==> src/rtl/pamf_pkg.sv <==
package pamf_pkg;
  localparam int WORD_W_D = 16;
  localparam int ADDR_W_D = 15;
  localparam int OFS_W_D  = 10;

  typedef enum logic [1:0] {
    PH_FETCH = 2'd0,
    PH_OPREF = 2'd1,
    PH_INDIR = 2'd2,
    PH_EXEC  = 2'd3
  } phase_e;
endpackage

==> src/rtl/pamf_operand_mux.sv <==
// Forms the operand address from the instruction offset and the current page bits.
module pamf_operand_mux #(
  parameter int WORD_W = pamf_pkg::WORD_W_D,
  parameter int ADDR_W = pamf_pkg::ADDR_W_D,
  parameter int OFS_W  = pamf_pkg::OFS_W_D
) (
  input  logic [WORD_W-1:0] t_word,
  input  logic [ADDR_W-1:0] m_cur,
  output logic [ADDR_W-1:0] opnd_addr,
  output logic              opnd_ind
);
  localparam int PAGE_W  = ADDR_W - OFS_W;
  localparam int SEL_BIT = OFS_W;
  localparam int IND_BIT = WORD_W - 1;

  function automatic logic [ADDR_W-1:0] form_operand(
    input logic [WORD_W-1:0] t,
    input logic [ADDR_W-1:0] m
  );
    logic [PAGE_W-1:0] pg;
    pg = t[SEL_BIT] ? m[ADDR_W-1:OFS_W] : '0;
    return {pg, t[OFS_W-1:0]};
  endfunction

  logic unused_tbits;
  assign unused_tbits = ^t_word[IND_BIT-1:SEL_BIT+1];

  assign opnd_addr = form_operand(t_word, m_cur);
  assign opnd_ind  = t_word[IND_BIT];
endmodule

==> src/rtl/pamf_page_view.sv <==
// Page number of an address, and comparison of two pages.
module pamf_page_view #(
  parameter int ADDR_W = pamf_pkg::ADDR_W_D,
  parameter int OFS_W  = pamf_pkg::OFS_W_D
) (
  input  logic [ADDR_W-1:0]       addr_a,
  input  logic [ADDR_W-1:0]       addr_b,
  output logic [ADDR_W-OFS_W-1:0] page_a,
  output logic                    pages_differ
);
  function automatic logic [ADDR_W-OFS_W-1:0] page_of(input logic [ADDR_W-1:0] a);
    return a[ADDR_W-1:OFS_W];
  endfunction

  assign page_a       = page_of(addr_a);
  assign pages_differ = page_of(addr_a) != page_of(addr_b);
endmodule

==> src/rtl/pamf_mreg.sv <==
// Address register and its two flags.
module pamf_mreg #(
  parameter int ADDR_W = pamf_pkg::ADDR_W_D
) (
  input  logic              clk,
  input  logic              rst_n,
  input  logic              ld_en,
  input  logic [ADDR_W-1:0] ld_addr,
  input  logic              ld_ind,
  input  logic              ld_cross,
  output logic [ADDR_W-1:0] m_q,
  output logic              ind_q,
  output logic              cross_q
);
  always_ff @(posedge clk) begin
    if (!rst_n) begin
      m_q     <= '0;
      ind_q   <= 1'b0;
      cross_q <= 1'b0;
    end else if (ld_en) begin
      m_q     <= ld_addr;
      ind_q   <= ld_ind;
      cross_q <= ld_cross;
    end
  end
endmodule

==> src/rtl/paged_addr_former.sv <==
module paged_addr_former #(
  parameter int WORD_W = pamf_pkg::WORD_W_D,
  parameter int ADDR_W = pamf_pkg::ADDR_W_D,
  parameter int OFS_W  = pamf_pkg::OFS_W_D,
  parameter int PAGE_W = ADDR_W - OFS_W
) (
  input  logic              clk,
  input  logic              rst_n,
  input  logic              adv,
  input  logic [1:0]        phase,
  input  logic [WORD_W-1:0] t_word,
  input  logic [WORD_W-1:0] ind_word,
  input  logic [ADDR_W-1:0] p_addr,
  input  logic [ADDR_W-1:0] q_addr,
  output logic [ADDR_W-1:0] m_addr,
  output logic [PAGE_W-1:0] m_page,
  output logic [PAGE_W-1:0] q_page,
  output logic              indirect_req,
  output logic              cross_page
);
  import pamf_pkg::*;

  localparam int NVIEW = 2;

  logic [ADDR_W-1:0] opnd_addr;
  logic              opnd_ind;
  logic              ld_fetch, ld_operand, ld_indirect, ind_ignored, ld_en;
  logic [ADDR_W-1:0] ld_addr;
  logic              ld_ind, ld_cross, ld_differ;
  logic [PAGE_W-1:0] ld_page;

  pamf_operand_mux #(.WORD_W(WORD_W), .ADDR_W(ADDR_W), .OFS_W(OFS_W)) opnd_i (
    .t_word   (t_word),
    .m_cur    (m_addr),
    .opnd_addr(opnd_addr),
    .opnd_ind (opnd_ind)
  );

  always_comb begin
    ld_fetch    = adv && (phase == PH_FETCH);
    ld_operand  = adv && (phase == PH_OPREF);
    ld_indirect = adv && (phase == PH_INDIR) && indirect_req;
    ind_ignored = adv && (phase == PH_INDIR) && !indirect_req;
    ld_en       = ld_fetch || ld_operand || ld_indirect;
  end

  always_comb begin
    if (ld_fetch)        ld_addr = p_addr;
    else if (ld_operand) ld_addr = opnd_addr;
    else                 ld_addr = ind_word[ADDR_W-1:0];
    if (ld_operand)       ld_ind = opnd_ind;
    else if (ld_indirect) ld_ind = ind_word[WORD_W-1];
    else                  ld_ind = 1'b0;
    ld_cross = (ld_operand || ld_indirect) && ld_differ;
  end

  pamf_page_view #(.ADDR_W(ADDR_W), .OFS_W(OFS_W)) ldcmp_i (
    .addr_a      (ld_addr),
    .addr_b      (p_addr),
    .page_a      (ld_page),
    .pages_differ(ld_differ)
  );

  logic unused_ldpage;
  assign unused_ldpage = ^ld_page ^ ind_ignored;

  pamf_mreg #(.ADDR_W(ADDR_W)) mreg_i (
    .clk     (clk),
    .rst_n   (rst_n),
    .ld_en   (ld_en),
    .ld_addr (ld_addr),
    .ld_ind  (ld_ind),
    .ld_cross(ld_cross),
    .m_q     (m_addr),
    .ind_q   (indirect_req),
    .cross_q (cross_page)
  );

  logic [ADDR_W-1:0] view_addr [NVIEW];
  logic [PAGE_W-1:0] view_page [NVIEW];
  logic [NVIEW-1:0]  view_diff;
  assign view_addr[0] = m_addr;
  assign view_addr[1] = q_addr;

  for (genvar g = 0; g < NVIEW; g++) begin : g_view
    pamf_page_view #(.ADDR_W(ADDR_W), .OFS_W(OFS_W)) pv_i (
      .addr_a      (view_addr[g]),
      .addr_b      (p_addr),
      .page_a      (view_page[g]),
      .pages_differ(view_diff[g])
    );
  end

  logic unused_vdiff;
  assign unused_vdiff = ^view_diff;

  assign m_page = view_page[0];
  assign q_page = view_page[1];
endmodule

==> config.mk <==
export PLATFORM = sky130hd
export DESIGN_NAME = paged_addr_former
export DESIGN_NICKNAME = d
export VERILOG_FILES = /design/src/rtl/pamf_pkg.sv /design/src/rtl/pamf_operand_mux.sv /design/src/rtl/pamf_page_view.sv /design/src/rtl/pamf_mreg.sv /design/src/rtl/paged_addr_former.sv
export SDC_FILE = /design/constraint.sdc
export NUM_CORES = 1
export LEC_CHECK = 0
export ABC_AREA = 1
export BUFFER_PORTS_ARGS = -buffer_cell sky130_fd_sc_hd__buf_2
export CAP_MARGIN = 30
export CORE_ASPECT_RATIO = 1.5
export CORE_MARGIN = 2
export CORE_UTILIZATION = 44
export CTS_BUF_LIST = sky130_fd_sc_hd__clkbuf_2 sky130_fd_sc_hd__clkbuf_4 sky130_fd_sc_hd__clkbuf_8
export CTS_CLUSTER_DIAMETER = 200
export DETAILED_ROUTE_END_ITERATION = 10
export PLACE_DENSITY_LB_ADDON = 0.25
export SLEW_MARGIN = 0
export SYNTH_ARGS = -nofsm -noshare
export SYNTH_HDL_FRONTEND = slang
export SYNTH_SLANG_ARGS = --single-unit
==> constraint.sdc <==
create_clock -name clk -period 3 [get_ports clk]
set_input_delay 0 -clock clk [delete_from_list [all_inputs] [get_ports clk]]
set_output_delay 0 -clock clk [all_outputs]
set_load 0.05 [all_outputs]
[Word level (Yosys, flattened, before mapping)]
Cells that the tools add are included.
Widths: inputs -> output; s select.
Storage, ports and cells
  flip-flop bits (word level): 17
  input bits: 67
Cells by class
  equal/unequal tests: 3
  reduce and logical (&&, ||, !) cells: 9
  multiplexer cells: 5
Operators with widths (count)
  $mux 15: 2
  $logic_and 1x1->1: 5
  $mux 5: 1
  $ne 5x5->1: 1
  $logic_or 1x1->1: 3
  $eq 2x1->1 const B: 1
  $eq 2x2->1 const B: 1
  $logic_not 2->1: 1
  $mux 1: 2

[Longest topological paths before layout]
  depth in word-level cells: 6
  gate-level depth with buffers: 10
  gate-level depth less buffers: 10

[Modules after synthesis]
Synthesis repeated with hierarchy kept, for this count alone.
Unflattened totals
  cell total of the unflattened synthesis: 297
  area total of the unflattened synthesis: 1677.9 um2
Modules (own cells, without submodules)
  pamf_mreg: area an instance 726.9 um2, instances 1, cells an instance 108
  paged_addr_former: area an instance 440.4 um2, instances 1, cells an instance 84
  pamf_page_view: area an instance 130.1 um2, instances 3, cells an instance 28
  pamf_operand_mux: area an instance 120.1 um2, instances 1, cells an instance 21

[Worst setup path before layout]
No wires, ideal clock.
  path kind: register to register
  start point: register mreg_i.ind_q
  end point: register mreg_i.m_q[12]
  clock period less this slack: 1.405 ns
  cell stages (with the launch flop): 8
  library setup time: 0.070 ns
  setup slack: 1.595 ns
  required time: 2.930 ns
  arrival: 1.335 ns
  path buffers: 1
  path through: dfxtp_1 nand4_1 nand2_1 nor2_2 inv_2 buf_6 o21ai_0 a21oi_1
Between the ends
  longest elaborated chain between the ends: 2
RTL lines
  start: declaration: line pamf_mreg.sv:12  | output logic ind_q,
  start signal: assignment: line pamf_mreg.sv:22  | ind_q <= ld_ind;
  $logic_and 1x1->1: line paged_addr_former.sv:42  | ld_indirect = adv && (phase == PH_INDIR) && indirect_req;
  $logic_or 1x1->1: line paged_addr_former.sv:44  | ld_en = ld_fetch || ld_operand || ld_indirect;
  end signal: assignment: line pamf_mreg.sv:21  | m_q <= ld_addr;
  end: declaration: line pamf_mreg.sv:11  | output logic [ADDR_W-1:0] m_q,
No other way between the ends.
A chain may end at the register's enable or synchronous reset.

[Worst setup path after layout]
  start point: register mreg_i.ind_q
  end point: register mreg_i.m_q[9]
Same word-level chain as after synthesis.

==> flow_summary.json <==
{
  "status": "finished clean",
  "netlist_area_mm2": 0.001192,
  "yosys_warnings": 0,
  "vias": 1339,
  "port_buffers": 69,
  "antenna_found_initial": 0,
  "die_width_um": 46.51,
  "synth_cell_types": 22,
  "muxShareOfSynthArea": 0,
  "clock_skew_ps": 7.876,
  "pwr-share-clk": 0.274,
  "fmax_mhz": 751.8,
  "synth_edf_count": 0,
  "drc": 0,
  "ys_ff_latch": 17,
  "vdd.ir_drop.worst_v": 0.0002178,
  "cts.clk_slew.worst_paths_ps": 60,
  "ioPinCount": 94,
  "seq_power_share": 0.385,
  "critPathLaunchType": "flop",
  "power.leakage_nw": 0.8459,
  "synth-compound-area-share": 0.2204,
  "synth_top_family_by_area": "simple AND/OR/NAND/NOR gates",
  "area_delta_synth_final_pct": 24.45,
  "coreArea_mm2": 0.002619,
  "drv_slew": 0,
  "cp-end-kind": "flop",
  "tns_ps": 0,
  "grt_max_degree": 38,
  "post_cts_buffers": 0,
  "wl_met2_um": 1455,
  "fillers": 301,
  "syn_avg_cell_area_um2": 6.376,
  "timing.rr.start": "mreg_i.ind_q",
  "place_congestion": 0.7419,
  "drt_iter0_drc": 22,
  "dr.pass1.iters": 4,
  "cts_sinks": 17,
  "drv_cap": 0,
  "ctsResizeCount": 0,
  "yosysTopAreaCellShare": 0.2854,
  "post-route-min-period_ps": 1330,
  "cp_max_fo": 30,
  "root_buffer": "clkbuf_8",
  "setup_violations": 0,
  "synth_cells": 187,
  "synthAdderAreaFrac": 0,
  "topRoutingLayerUsed": "met4",
  "rows": 23,
  "grt_overflow_total": 0,
  "hold_violations": 0,
  "p_int_uw": 415.5,
  "period_share": 0.4434,
  "clockBufferDepth": 2,
  "clk_latency_ps": 250,
  "yosys.area_share.simple": 0.3158,
  "post_drt_wl_per_cell_um": 10.29,
  "grt_pass1_wl_um": 4512,
  "rsz0062_at_grt": "false",
  "nets": 309,
  "synth_common_cells": "nand2_1, o21ai_0, dfxtp_1",
  "ys_seq_area_frac": 0.2854,
  "worst_slew_pin_slew_ps": 450.0,
  "syn-num-nets": 254,
  "worstSetupStartpoint": "mreg_i.ind_q",
  "cts_tree": "built",
  "hold_ws_ps": 0.01932,
  "met1_length_um": 1231,
  "min_path_type": "in2out",
  "p_per_area_mw_per_mm2": 445.4,
  "synth-xor-area-share": 0,
  "synth_most_common_cell": "nand2_1",
  "ant_nets": 0,
  "crit_type": "reg2reg",
  "antenna_cells": 0,
  "htree_levels": 1,
  "grt_pass1_vias": 1112,
  "routed_wl_um": 2860,
  "arrival_ps": 1510,
  "power.switching_uw": 245.4,
  "swShare": 0.3714,
  "comb_power_share": 0.342,
  "worstHoldStart": "q_addr[14]",
  "cp_data_required_time_ps": 3180,
  "met3WireLength_um": 149,
  "drive_gt1_frac": 0.3444,
  "relSlewSlack": 0.6993,
  "track_usage": 0.1933,
  "cts_hold_buffers": 0,
  "cts_buffers": 3,
  "fp.dieArea_mm2": 0.003151,
  "start_util": 0.4553,
  "synth_area_leader_cell": "dfxtp_1",
  "dp_hpwl_um": 2116,
  "synthArstFlopShare": 0,
  "ys.flop_type": "dfxtp_1",
  "via_per_inst": 4.817,
  "die_y_um": 67.76,
  "synth_area_leaders": "dfxtp_1, nand2_1, o21ai_0"
}
cells by family (layout without fill, tap and decap cells):
group | count (synthesis) | after routing
AND/OR/NAND/NOR | 84 | 84
AO/OA/AOI/OAI | 50 | 50
buffers and inverters | 36 | 90
flip-flops | 17 | 17
metal layers:
metal / GRT usage / up-vias
li1: - / 718
met1: 0.2375 / 576
met2: 0.3264 / 43
met3: 0.02941 / 2
met4: 0.07500 / 0
met5: 0 / -
state kept, by name, summed over array words and instances (netlist names):
| name | flops |
|---|---|
| mreg_i.cross_q | 1 |
| mreg_i.ind_q | 1 |
| mreg_i.m_q | 15 |
power by group through the flow:
stage / sequential [mW] / clock [mW] / combinational [mW]
finish: 0.254 / 0.181 / 0.226
floorplan: 0.321 / 0 / 0.129
CTS: 0.254 / 0.188 / 0.229
global placement: 0.259 / 0 / 0.226
global route: 0.257 / 0.195 / 0.249
detailed placement: 0.259 / 0 / 0.228
area by class of cell:
type / count / area (um2) / share of cell area
inverters: 17 / 63.81 / 0.04300
multi-input cells: 134 / 639.4 / 0.4309
flip-flops and latches: 17 / 340.3 / 0.2293
repair buffers: 69 / 345.3 / 0.2327
clock buffers: 4 / 48.80 / 0.03288
well taps: 37 / 46.29 / 0.03120
through the flow:
| stage | total power, mW | utilization | cells | instance area (um2) | setup slack (ps) |
|---|---|---|---|---|---|
| floorplan | 0.4499 | - | 187 | 1192 | 1595 |
| global placement | 0.4847 | 0.5480 | 274 | 1435 | 1538 |
| detailed placement | 0.4873 | 0.5480 | 274 | 1435 | 1517 |
| CTS | 0.6706 | 0.5667 | 278 | 1484 | 1646 |
| global route | 0.7007 | 0.5667 | 278 | 1484 | 1450 |
| finish | 0.6609 | 0.5667 | 278 | 1484 | 1670 |
layout by cell type, fill, tap and decap left out, types with 2 or more instances in the layout:
master | synthesis | routed
buf_2 | 2 | 69
nand2_1 | 55 | 55
o21ai_0 | 24 | 24
dfxtp_1 | 17 | 17
nand3_1 | 16 | 16
a21oi_1 | 15 | 15
inv_1 | 14 | 14
o21ai_1 | 7 | 7
nand4_1 | 6 | 6
inv_2 | 3 | 3
clkbuf_8 | 0 | 3
nor2_2 | 2 | 2
nor2_1 | 2 | 2
critical path, stage by stage, from the launching register on:
cell and delay (ps):
dfxtp_1 350, nand4_1 130, nand2_1 120, nor2_2 70
inv_2 320, o21ai_0 130, a21oi_1 120
final timing paths:
check | endpoint | slack (ps) | depth (start not counted)
max | mreg_i.m_q[9] | 1670 | 6
min | q_page[4] | 0.02 | 0
max reg2reg | mreg_i.m_q[9] | 1670 | 6
min reg2reg | mreg_i.cross_q | 490 | 2
No activity file was read; power rests on OpenSTA's default activity.
